`config.mk`:
```
export PLATFORM = sky130hd
export DESIGN_NAME = sg_walker
export DESIGN_NICKNAME = d
export VERILOG_FILES = /design/src/rtl/sgw_pkg.sv /design/src/rtl/sgw_desc_unpack.sv /design/src/rtl/sgw_chunk_sizer.sv /design/src/rtl/sgw_span_guard.sv /design/src/rtl/sg_walker.sv
export SDC_FILE = /design/constraint.sdc
export NUM_CORES = 1
export LEC_CHECK = 0
export ABC_AREA = 1
export BUFFER_PORTS_ARGS = -buffer_cell sky130_fd_sc_hd__buf_2
export CORE_UTILIZATION = 32
export CTS_BUF_LIST = sky130_fd_sc_hd__clkbuf_8
export DETAILED_ROUTE_END_ITERATION = 10
export PLACE_DENSITY = 0.5
export SKIP_LAST_GASP = 1
export SLEW_MARGIN = 20
export SYNTH_ARGS = -nofsm -noshare
export SYNTH_HDL_FRONTEND = slang
export SYNTH_HIERARCHICAL = 1
export SYNTH_SLANG_ARGS = --single-unit
```
`constraint.sdc`:
```
create_clock -name clk -period 5 [get_ports clk]
set_input_delay 0.25 -clock clk [delete_from_list [all_inputs] [get_ports clk]]
set_output_delay 0.25 -clock clk [all_outputs]
set_load 0.01 [all_outputs]
```
`src/rtl/sgw_pkg.sv`:
```
package sgw_pkg;

    localparam int SEG_LEN_W  = 17;
    localparam int DESC_BYTES = 8;

    typedef enum logic [2:0] {
        W_IDLE,
        W_EVAL,
        W_FETCH,
        W_BURST,
        W_DRAINED,
        W_TBLEND
    } walk_state_e;

    typedef struct packed {
        logic [31:0]          addr;
        logic [SEG_LEN_W-1:0] len;
        logic                 last;
    } region_t;

endpackage

```
`src/rtl/sgw_desc_unpack.sv`:
```
module sgw_desc_unpack
    import sgw_pkg::*;
(
    input  logic [63:0] raw,
    output region_t     region
);
    logic [15:0] len_even;

    always_comb begin
        len_even    = raw[47:32] & 16'hFFFE;
        region.addr = raw[31:0];
        region.len  = (len_even == 16'd0) ? SEG_LEN_W'(17'h10000) : {1'b0, len_even};
        region.last = raw[63];
    end
endmodule

```
`src/rtl/sgw_chunk_sizer.sv`:
```
module sgw_chunk_sizer
    import sgw_pkg::*;
#(
    parameter int CNT_W     = 20,
    parameter int MAX_BURST = 512,
    parameter int BURST_W   = $clog2(MAX_BURST + 1)
) (
    input  logic [CNT_W-1:0]     left,
    input  logic [SEG_LEN_W-1:0] seg_len,
    output logic [BURST_W-1:0]   chunk
);
    localparam int W = 32;

    logic [W-1:0] l_w, s_w, m_w, c_w;

    always_comb begin
        l_w = W'(left);
        s_w = W'(seg_len);
        m_w = (l_w < s_w) ? l_w : s_w;
    end

    generate
        if (MAX_BURST < 65536) begin : g_cap
            assign c_w = (m_w > W'(MAX_BURST)) ? W'(MAX_BURST) : m_w;
        end else begin : g_nocap
            assign c_w = m_w;
        end
    endgenerate

    assign chunk = BURST_W'(c_w);
endmodule

```
`src/rtl/sgw_span_guard.sv`:
```
module sgw_span_guard #(
    parameter int PAGE_BYTES = 4096
) (
    input  logic [31:0] base,
    input  logic [31:0] fetch_ptr,
    output logic        spent
);
    logic [31:0] span;

    assign span  = fetch_ptr - base;
    assign spent = (span >= 32'(PAGE_BYTES));
endmodule

```
`src/rtl/sg_walker.sv`:
```
module sg_walker
    import sgw_pkg::*;
#(
    parameter int CNT_W      = 20,
    parameter int MAX_BURST  = 512,
    parameter int PAGE_BYTES = 4096,
    parameter int BURST_W    = $clog2(MAX_BURST + 1)
) (
    input  logic               clk,
    input  logic               rst_n,
    input  logic               start,
    input  logic               to_host,
    input  logic [31:0]        tbl_base,
    input  logic [CNT_W-1:0]   buf_bytes,
    output logic               busy,
    output logic               dsc_req,
    output logic [31:0]        dsc_addr,
    input  logic               dsc_ack,
    input  logic [63:0]        dsc_rdata,
    output logic               mem_valid,
    input  logic               mem_ready,
    output logic               mem_write,
    output logic [31:0]        mem_addr,
    output logic [BURST_W-1:0] mem_len,
    output logic [CNT_W-1:0]   mem_buf_off,
    output logic               done,
    output logic               tbl_end
);
    walk_state_e state_q, state_d;

    logic [31:0]          base_q;
    logic [31:0]          fptr_q;
    logic [31:0]          seg_addr_q;
    logic [SEG_LEN_W-1:0] seg_len_q;
    logic                 seg_last_q;
    logic [CNT_W-1:0]     total_q;
    logic [CNT_W-1:0]     idx_q;
    logic                 dir_q;

    logic [CNT_W-1:0]     left;
    logic [BURST_W-1:0]   chunk;
    logic                 page_spent;
    region_t              fetched;

    assign left = total_q - idx_q;

    sgw_desc_unpack u_unpack (
        .raw    (dsc_rdata),
        .region (fetched)
    );

    sgw_chunk_sizer #(
        .CNT_W     (CNT_W),
        .MAX_BURST (MAX_BURST),
        .BURST_W   (BURST_W)
    ) u_sizer (
        .left    (left),
        .seg_len (seg_len_q),
        .chunk   (chunk)
    );

    sgw_span_guard #(
        .PAGE_BYTES (PAGE_BYTES)
    ) u_guard (
        .base      (base_q),
        .fetch_ptr (fptr_q),
        .spent     (page_spent)
    );

    // state register
    always_ff @(posedge clk) begin
        if (!rst_n) state_q <= W_IDLE;
        else        state_q <= state_d;
    end

    // next state
    always_comb begin
        state_d = state_q;
        unique case (state_q)
            W_IDLE:    if (start) state_d = W_EVAL;
            W_EVAL: begin
                if (left == '0)
                    state_d = W_DRAINED;
                else if (seg_len_q == '0)
                    state_d = (seg_last_q || page_spent) ? W_TBLEND : W_FETCH;
                else
                    state_d = W_BURST;
            end
            W_FETCH:   if (dsc_ack) state_d = W_EVAL;
            W_BURST:   if (mem_ready) state_d = W_EVAL;
            W_DRAINED: state_d = W_IDLE;
            W_TBLEND:  state_d = W_IDLE;
            default:   state_d = W_IDLE;
        endcase
    end

    // walk datapath
    always_ff @(posedge clk) begin
        if (!rst_n) begin
            base_q     <= '0;
            fptr_q     <= '0;
            seg_addr_q <= '0;
            seg_len_q  <= '0;
            seg_last_q <= 1'b0;
            total_q    <= '0;
            idx_q      <= '0;
            dir_q      <= 1'b0;
        end else begin
            unique case (state_q)
                W_IDLE: begin
                    if (start) begin
                        base_q     <= tbl_base;
                        fptr_q     <= tbl_base;
                        seg_addr_q <= '0;
                        seg_len_q  <= '0;
                        seg_last_q <= 1'b0;
                        total_q    <= buf_bytes;
                        idx_q      <= '0;
                        dir_q      <= to_host;
                    end
                end
                W_FETCH: begin
                    if (dsc_ack) begin
                        seg_addr_q <= fetched.addr;
                        seg_len_q  <= fetched.len;
                        seg_last_q <= fetched.last;
                        fptr_q     <= fptr_q + 32'(DESC_BYTES);
                    end
                end
                W_BURST: begin
                    if (mem_ready) begin
                        seg_addr_q <= seg_addr_q + 32'(chunk);
                        seg_len_q  <= seg_len_q - SEG_LEN_W'(chunk);
                        idx_q      <= idx_q + CNT_W'(chunk);
                    end
                end
                default: ;
            endcase
        end
    end

    // outputs
    always_comb begin
        busy        = (state_q != W_IDLE);
        dsc_req     = (state_q == W_FETCH);
        dsc_addr    = fptr_q;
        mem_valid   = (state_q == W_BURST);
        mem_write   = dir_q;
        mem_addr    = seg_addr_q;
        mem_len     = chunk;
        mem_buf_off = idx_q;
        done        = (state_q == W_DRAINED);
        tbl_end     = (state_q == W_TBLEND);
    end
endmodule

```
==> results of run 1 <==
-- worst min path at each step --
stage                        endpoint  slack, ns  depth (start not counted)
after floorplan           total_q[19]       0.38                          2
after global placement      base_q[0]       0.44                          2
after detailed placement    base_q[0]       0.45                          2
after CTS                  total_q[1]      0.003                          3
after global routing       total_q[1]       0.03                          3
final                      total_q[1]       0.07                          3
-- cells in the final DEF (no fill, tap or decap), types with 29 or more instances in the layout --
master	n
sky130_fd_sc_hd__ha_1	62
sky130_fd_sc_hd__ha_4	30
sky130_fd_sc_hd__nand2_2	59
sky130_fd_sc_hd__nand4_1	41
sky130_fd_sc_hd__a21oi_2	34
sky130_fd_sc_hd__inv_1	337
sky130_fd_sc_hd__nand3_1	128
sky130_fd_sc_hd__o21ai_0	144
sky130_fd_sc_hd__nor2_1	247
sky130_fd_sc_hd__a21oi_1	193
sky130_fd_sc_hd__buf_4	227
sky130_fd_sc_hd__nor3_1	29
sky130_fd_sc_hd__dfxtp_1	153
sky130_fd_sc_hd__nand2_1	539
sky130_fd_sc_hd__buf_2	204
sky130_fd_sc_hd__dlygate4sd3_1	97
-- flip-flops by register name, summed over array words and instances, names as in the netlist --
name and flops:
base_q 32, dsc_addr 32, mem_addr 32, mem_buf_off 20
mem_write 1, seg_last_q 1, seg_len_q 17, state_q 3
total_q 20
-- critical path: cells and delay by family (launching register included) --
kind | cells | cell delay [ns]
and+or+nand+nor | 24 | 2.31
buffers and inverters | 4 | 0.43
adders and majority gates | 4 | 1.08
AOI/OAI and AO/OA | 5 | 0.79
DFF | 1 | 0.36
-- layer usage --
layer  wire (um)  up-vias
met5           0        -
met4         831        0
met3        2034       52
met2       26860      358
met1       25480     7974
li1            -     8696
-- kinds of logic after synthesis --
| kind of cell | after synthesis | synth area share [%] |
|---|---|---|
| compound gates | 480 | 18.44 |
| simple gates | 1177 | 35.57 |
| other cells | 1 | 0.02627 |
| buf+inv | 478 | 13.87 |
| flops | 158 | 22.16 |
| xor+xnor | 12 | 0.7362 |
| fa+ha+maj | 102 | 9.202 |
-- through the flow --
step | setup WS (ns) | utilization (%)
after floorplan | 0.05649 | -
after global placement | -0.3265 | 38.41
after detailed placement | -0.4869 | 38.41
after global routing | -0.3458 | 45.30
final | -0.05475 | 45.30
after CTS | -0.004507 | 43.63
-- timing repair --
item | 4_1_cts | 5_1_grt
hold buffers | 97 | 0
resized for setup | 141 | 162
cloned | 3 | 0
pin swaps | 65 | 83
hold endpoints to repair | 118 | 0
buffers inserted | 36 | 15
endpoints found under the setup margin | 53 | 58
-- cell type report --
| cell class | count | area [um2] |
|---|---|---|
| fillers | 4689 | 24140 |
| multi-input cells | 1775 | 10400 |
| repair buffers | 546 | 3924 |
| flip-flops and latches | 158 | 3172 |
| inverters | 368 | 1395 |
| well taps | 592 | 740.7 |
| clock buffers | 19 | 261.5 |
| clock inverters | 12 | 96.34 |
| diodes | 1 | 2.502 |
-- report_power, final --
group          internal [W]  total (W)  switching [W]
combinational       0.00334    0.00778        0.00444
sequential          0.00151    0.00189       0.000378
clock              0.000410   0.000980       0.000569
==> impl_metrics.csv, run 1 <==
group,metric,value,unit
worst_setup_path,r2r-end,"seg_len_q[14]",
sta,maxSlewHeadroom,41.36,%
synthesis,post_synth_most_frequent_cells,"sky130_fd_sc_hd__nand2_1 (602), sky130_fd_sc_hd__inv_1 (355), sky130_fd_sc_hd__nor2_1 (264)",
cells_and_area,stdcell_area,19990,um2
worst_setup_path,critical_path.endpoint_type,"flip-flop",
grt,global_route.usage.total,24.19,%
outcome,violations,"negative setup slack",
sta,finalCritPeriodShare,101.1,%
floorplan,rows,77,
clocking,max_h_tree_level,4,
synthesis,synth.largest_area_cell,"sky130_fd_sc_hd__dfxtp_1",
cells_and_area,area.growth.synth_to_final,40.02,%
worst_setup_path,r2r.worst_path.cells,37,
synthesis,post-synth-top-count-cell,"sky130_fd_sc_hd__nand2_1",
drt,vias_post_dr,17080,
worst_setup_path,cp_common_cell,"sky130_fd_sc_hd__nand2_2",
grt,number_of_antenna_violations_at_the_first_check_in_global_routing,1,
placed_design,dp.cells,3291,
worst_setup_path,worst_setup_path_endpoint,"seg_len_q[14]",
sta,finalSetupViolCount,8,
synthesis,yosysWarnings,6,
grt,grtUsageMet3,3.956,%
worst_setup_path,worst-setup-path-type,"flip-flop to flip-flop",
grt,grt.met2_usage,41.81,%
power_and_ir_drop,worst_ir_drop_vdd,0.2931,mV
floorplan,dieArea,45460,um2
clocking,cts_root_buffer,"sky130_fd_sc_hd__clkbuf_8",
placed_design,dpl.hpwl,40.67,mm
outcome,result_of_the_run,"finished, violations left",
worst_setup_path,worst-r2r-setup-slack,-0.05,ns
clocking,clk_path_buf_depth,2,
placed_design,io_buffers,205,
worst_setup_path,cpPeakStageDelay,0.39,ns
synthesis,ys_ff_latch,158,
synthesis,synthesis.nets,2632,
worst_setup_path,cell_with_the_biggest_individual_delay_on_the_critical_path,"sky130_fd_sc_hd__fa_2",
sta,finalHoldViolCount,0,
worst_hold_path,hold_path_startpoint,"buf_bytes[1]",
power_and_ir_drop,total_power_consumption,0.01065,W
synthesis,synth_area_leaders,"sky130_fd_sc_hd__dfxtp_1 (22%), sky130_fd_sc_hd__nand2_1 (16%), sky130_fd_sc_hd__inv_1 (9.3%)",
synthesis,synth-edff-count,0,
clocking,clkSlewWorstSetupHoldPaths,0.11,ns
sta,final.hold.worst_slack,0.07293,ns
drt,avgRoutedWirePerCell,15.90,um
sta,maxSlewViolCount,0,
sta,time_the_final_worst_path_needs_with_i_o_delays_and_setup,5.055,ns
floorplan,ios,222,
synthesis,syn-cell-area,14280,um2
worst_setup_path,worst_ep_required_time,5.49,ns
drt,detail_route.first_pass.iterations,5,
power_and_ir_drop,power.leakage,9.689,nW
sta,final.setup_skew,0.02383,ns
synthesis,post_synth_top_flop,"sky130_fd_sc_hd__dfxtp_1",
drt,finalWirelength,55.21,mm
clocking,cts-buffers-inserted,17,
synthesis,synth.top_cell.area_share,22.16,%
worst_hold_path,timing.hold.worst.class,"primary input to flip-flop",
synthesis,synth_cells,2408,
floorplan,die_width,213.2,um
sta,max_freq,197.8,MHz
sta,actual_transition_at_the_worst_max_transition_pin,0.8796,ns
worst_setup_path,crit_fanout,8,
sta,timing.setup.tns,-0.2182,ns
floorplan,placeableCoreArea,44120,um2
cells_and_area,stdcell_count,3471,
synthesis,sequential_area_share_after_synthesis,22.16,%
power_and_ir_drop,p_per_area,532.7,nW/um2
placed_design,finalWeightedCongestion,0.9146,
worst_setup_path,cp.arrival,5.55,ns
drt,detail_route.vias_per_cell,4.921,
clocking,clk_latency,0.57,ns
grt,wire_length_of_the_first_global_routing_pass,85.54,mm
clocking,clock_tree_from_tritoncts,"yes",
grt,via_count_of_the_first_global_routing_pass,16180,
drt,drt.antenna.violating_nets,0,
grt,groute.layer.met1.usage,31.27,%
placed_design,dpl-instance-area,16950,um2
sta,rsz0062_at_grt,"true",
grt,grt-busiest-layer,"met2",
drt,drt_drc_violations_left,0,
worst_setup_path,setup.worst_path.start,"mem_buf_off[0]",
synthesis,postSynthAreaPerCell,5.929,um2
floorplan,floorplan.initialDensity,32.35,%
worst_setup_path,startpoint_of_the_worst_register_to_register_path,"mem_buf_off[0]",
clocking,cts.sinks,158,
flow_run,cap_violations,0,
synthesis,synth_async_sr_flop_share,0,%
synthesis,synth.lib_cells_used.distinct,62,
grt,maximum_number_of_pins_on_one_net_before_global_route_repair,107,
grt,grt_overflow_total,0,
cells_and_area,final_nets,3090,
worst_setup_path,setup.worst_path.start_class,"flip-flop",
sta,worst_slack,-0.05475,ns
floorplan,chipHeight,213.2,um
cells_and_area,layout-drive-gt1-share,27.31,%
drt,detailedRoute.firstIterationViolations,1100,
No activity file was read; power rests on OpenSTA's default activity.
==> run 2, diff against run 1 <==
SLEW_MARGIN = 0   (was 20)
SYNTH_HIERARCHICAL = not set   (was 1)
==> impl_metrics.csv, run 2 <==
group,metric,value,unit
clocking,max_h_tree_level,4,
drt,finalWirelength,51.73,mm
synthesis,yosysWarnings,0,
sta,finalSetupViolCount,58,
power_and_ir_drop,total_power_consumption,0.009921,W
cells_and_area,area.growth.synth_to_final,46.84,%
cells_and_area,final_nets,2860,
power_and_ir_drop,power.leakage,9.258,nW
worst_setup_path,critical_path.endpoint_type,"flip-flop",
power_and_ir_drop,power.share.combinational,70.9,%
floorplan,dieArea,41920,um2
grt,grt_overflow_total,0,
placed_design,finalWeightedCongestion,0.9171,
synthesis,synth-edff-count,0,
worst_hold_path,worstHoldPathCells,3,
clocking,clock_tree_from_tritoncts,"yes",
placed_design,dp.cells,2994,
sta,finalCritPeriodShare,113.1,%
worst_setup_path,r2r.worst_path.cells,43,
worst_hold_path,min_delay_worst_endpoint,"seg_len_q[12]",
drt,drt.antenna.violating_nets,0,
floorplan,ios,222,
drt,avgRoutedWirePerCell,16.29,um
drt,detail_route.vias_per_cell,5.011,
synthesis,synth.largest_area_cell,"sky130_fd_sc_hd__dfxtp_1",
power_and_ir_drop,p_sw_share,48.67,%
power_and_ir_drop,power.share.clock,11.3,%
worst_setup_path,r2r-end,"mem_addr[10]",
synthesis,synth_async_sr_flop_share,0,%
synthesis,postSynthAreaPerCell,6.213,um2
drt,drt_drc_violations_left,0,
synthesis,synthesis.nets,2341,
clocking,clkSlewWorstSetupHoldPaths,0.10,ns
worst_setup_path,cpPeakStageDelay,0.34,ns
worst_setup_path,cpLargestDelayFamily,"simple AND/OR/NAND/NOR gates",
grt,via_count_of_the_first_global_routing_pass,15650,
power_and_ir_drop,power_report.internal_total,0.005093,W
grt,wire_length_of_the_first_global_routing_pass,80.39,mm
sta,rsz0062_at_grt,"true",
worst_setup_path,cell_with_the_biggest_individual_delay_on_the_critical_path,"sky130_fd_sc_hd__dfxtp_2",
cells_and_area,commonest_non_fill_non_tap_cells_in_the_layout,"sky130_fd_sc_hd__nand2_1 (406), sky130_fd_sc_hd__buf_4 (257), sky130_fd_sc_hd__inv_1 (247)",
cells_and_area,stdcell_area,19310,um2
worst_setup_path,cp.arrival,6.08,ns
floorplan,rows,73,
sta,worst_slack,-0.6572,ns
worst_setup_path,startpoint_of_the_worst_register_to_register_path,"mem_buf_off[6]",
drt,detailedRoute.firstIterationViolations,863,
cells_and_area,fillerInstances,4152,
drt,detail_route.first_pass.iterations,6,
floorplan,chipHeight,204.7,um
sta,maxSlewHeadroom,38.12,%
synthesis,synth.lib_cells_used.distinct,54,
grt,maximum_number_of_pins_on_one_net_before_global_route_repair,83,
synthesis,post-synth-top-count-cell,"sky130_fd_sc_hd__nand2_1",
synthesis,synth_area_leaders,"sky130_fd_sc_hd__dfxtp_1 (24%), sky130_fd_sc_hd__nand2_1 (13%), sky130_fd_sc_hd__a21oi_1 (9.8%)",
synthesis,syn-cell-area,13150,um2
clocking,clk_latency,0.53,ns
floorplan,placeableCoreArea,40100,um2
synthesis,post_synth_most_frequent_cells,"sky130_fd_sc_hd__nand2_1 (453), sky130_fd_sc_hd__inv_1 (271), sky130_fd_sc_hd__a21oi_1 (258)",
worst_hold_path,hold_path_startpoint,"dsc_rdata[44]",
sta,maxSlewViolCount,0,
floorplan,die_width,204.7,um
placed_design,place_ws,-0.5964,ns
worst_setup_path,worst-r2r-setup-slack,-0.66,ns
sta,final.setup_skew,0.01994,ns
synthesis,synth.top_cell.area_share,24.05,%
placed_design,dpl.hpwl,38.95,mm
worst_setup_path,crit_fanout,8,
worst_setup_path,critical_path_buf_inv_count,12,
sta,actual_transition_at_the_worst_max_transition_pin,0.9281,ns
synthesis,post_synth_top_flop,"sky130_fd_sc_hd__dfxtp_1",
synthesis,synth_cells,2117,
worst_hold_path,timing.hold.worst.class,"primary input to flip-flop",
cells_and_area,layout_commonest_cell,"sky130_fd_sc_hd__nand2_1",
power_and_ir_drop,worst_ir_drop_vdd,0.2375,mV
clocking,cts_root_buffer,"sky130_fd_sc_hd__clkbuf_8",
clocking,cts.sinks,158,
sta,finalHoldViolCount,0,
grt,global_route.usage.total,24.23,%
power_and_ir_drop,power.switching,0.004828,W
cells_and_area,layout-drive-gt1-share,30.93,%
clocking,cts-buffers-inserted,17,
worst_setup_path,worst_ep_required_time,5.42,ns
placed_design,dpl-instance-area,16300,um2
outcome,violations,"negative setup slack",
synthesis,sequential_area_share_after_synthesis,24.05,%
worst_setup_path,worst-setup-path-type,"flip-flop to flip-flop",
clocking,clk_path_buf_depth,2,
worst_setup_path,cp_common_cell,"sky130_fd_sc_hd__buf_4",
cells_and_area,stdcell_count,3175,
worst_setup_path,setup.worst_path.start_class,"flip-flop",
synthesis,ys_ff_latch,158,
floorplan,floorplan.initialDensity,32.80,%
power_and_ir_drop,seq_power_share,17.8,%
placed_design,io_buffers,205,
grt,number_of_antenna_violations_at_the_first_check_in_global_routing,2,
flow_run,cap_violations,0,
sta,time_the_final_worst_path_needs_with_i_o_delays_and_setup,5.657,ns
power_and_ir_drop,p_per_area,513.7,nW/um2
drt,vias_post_dr,15910,
outcome,result_of_the_run,"finished, violations left",
sta,max_freq,176.8,MHz
cells_and_area,postLayoutCoreUtil,48.17,%
run 2: changes by cell type in the layout (fill, tap and decap cells not counted), moves of 14 or more:
cell                            delta
sky130_fd_sc_hd__nand3_1          -20
sky130_fd_sc_hd__nor2_1           -61
sky130_fd_sc_hd__a21oi_1          +31
sky130_fd_sc_hd__dlygate4sd3_1    -28
sky130_fd_sc_hd__buf_4            +30
sky130_fd_sc_hd__inv_1            -90
sky130_fd_sc_hd__o21ai_0          +14
sky130_fd_sc_hd__nand2_1         -133
run 2: logic make-up after synthesis:
family                     synth area share, %
xor gates and xnor gates                 2.530
and+or+nand+nor                          31.40
buffers and inverters                    9.759
adders and majority gates                9.988
DFF                                      24.05
AOI/OAI and AO/OA                        22.28
run 2: layout make-up:
type / count / area [um2] / share of cell area, %
diodes: 2 / 5.005 / 0.02591
clock buffers: 19 / 261.5 / 1.354
clock inverters: 12 / 168.9 / 0.8745
inverters: 281 / 1067 / 5.526
multi-input cells: 1620 / 9996 / 51.75
flip-flops and latches: 158 / 3179 / 16.46
well taps: 525 / 656.9 / 3.401
repair buffers: 558 / 3980 / 20.61
run 2: worst max path at each step:
stage                         startpoint  slack [ns]       endpoint  cells after the start
after global placement    mem_buf_off[9]       -0.54   mem_addr[25]                     43
after CTS                 mem_buf_off[6]       -0.35  seg_len_q[14]                     46
final                     mem_buf_off[6]       -0.66   mem_addr[10]                     43
after global routing          total_q[0]       -1.07   mem_addr[10]                     46
after floorplan           mem_buf_off[0]       -0.24  seg_len_q[16]                     50
after detailed placement      total_q[0]       -0.60  seg_len_q[16]                     50
run 2: stage by stage:
| stage | hold WS, ns | setup TNS, ns |
|---|---|---|
| after global placement | 0.4345 | -17.50 |
| after CTS | 0.001410 | -9.323 |
| after detailed placement | 0.4436 | -20.76 |
| after global routing | 0.04167 | -44.79 |
| final | 0.05251 | -22.35 |
| after floorplan | 0.3849 | -1.758 |
run 2: what timing repair did:
item                                    in CTS  in global routing
setup buffers                               50                 35
pin swaps                                   64                105
cloned                                       1                  0
resized for setup                          174                145
hold buffers                                69                  0
hold endpoints to repair                    75                  0
endpoints found under the setup margin      55                 68
run 2: worst register-to-register path: cells and delay by family (launching register included):
family	cells	cell delay [ns]
flops	1	0.34
fa+ha+maj	2	0.53
simple gates	25	2.75
buf+inv	12	1.36
compound gates	4	0.56
run 2: per-layer routing:
metal	global-route usage [%]	up-vias	routed length (um)
met3	3.102	78	1761
met4	9.728	0	1391
met5	0	-	0
met1	29.64	7401	22710
li1	-	8115	-
met2	42.59	315	25870
run 2: power by group through the flow:
stage | sequential, W | clock [W] | combinational (W)
floorplan | 0.00175 | 0 | 0.00355
global placement | 0.00177 | 0 | 0.00561
detailed placement | 0.00177 | 0 | 0.00566
CTS | 0.00176 | 0.00117 | 0.00649
global route | 0.00180 | 0.00120 | 0.00776
finish | 0.00177 | 0.00112 | 0.00703
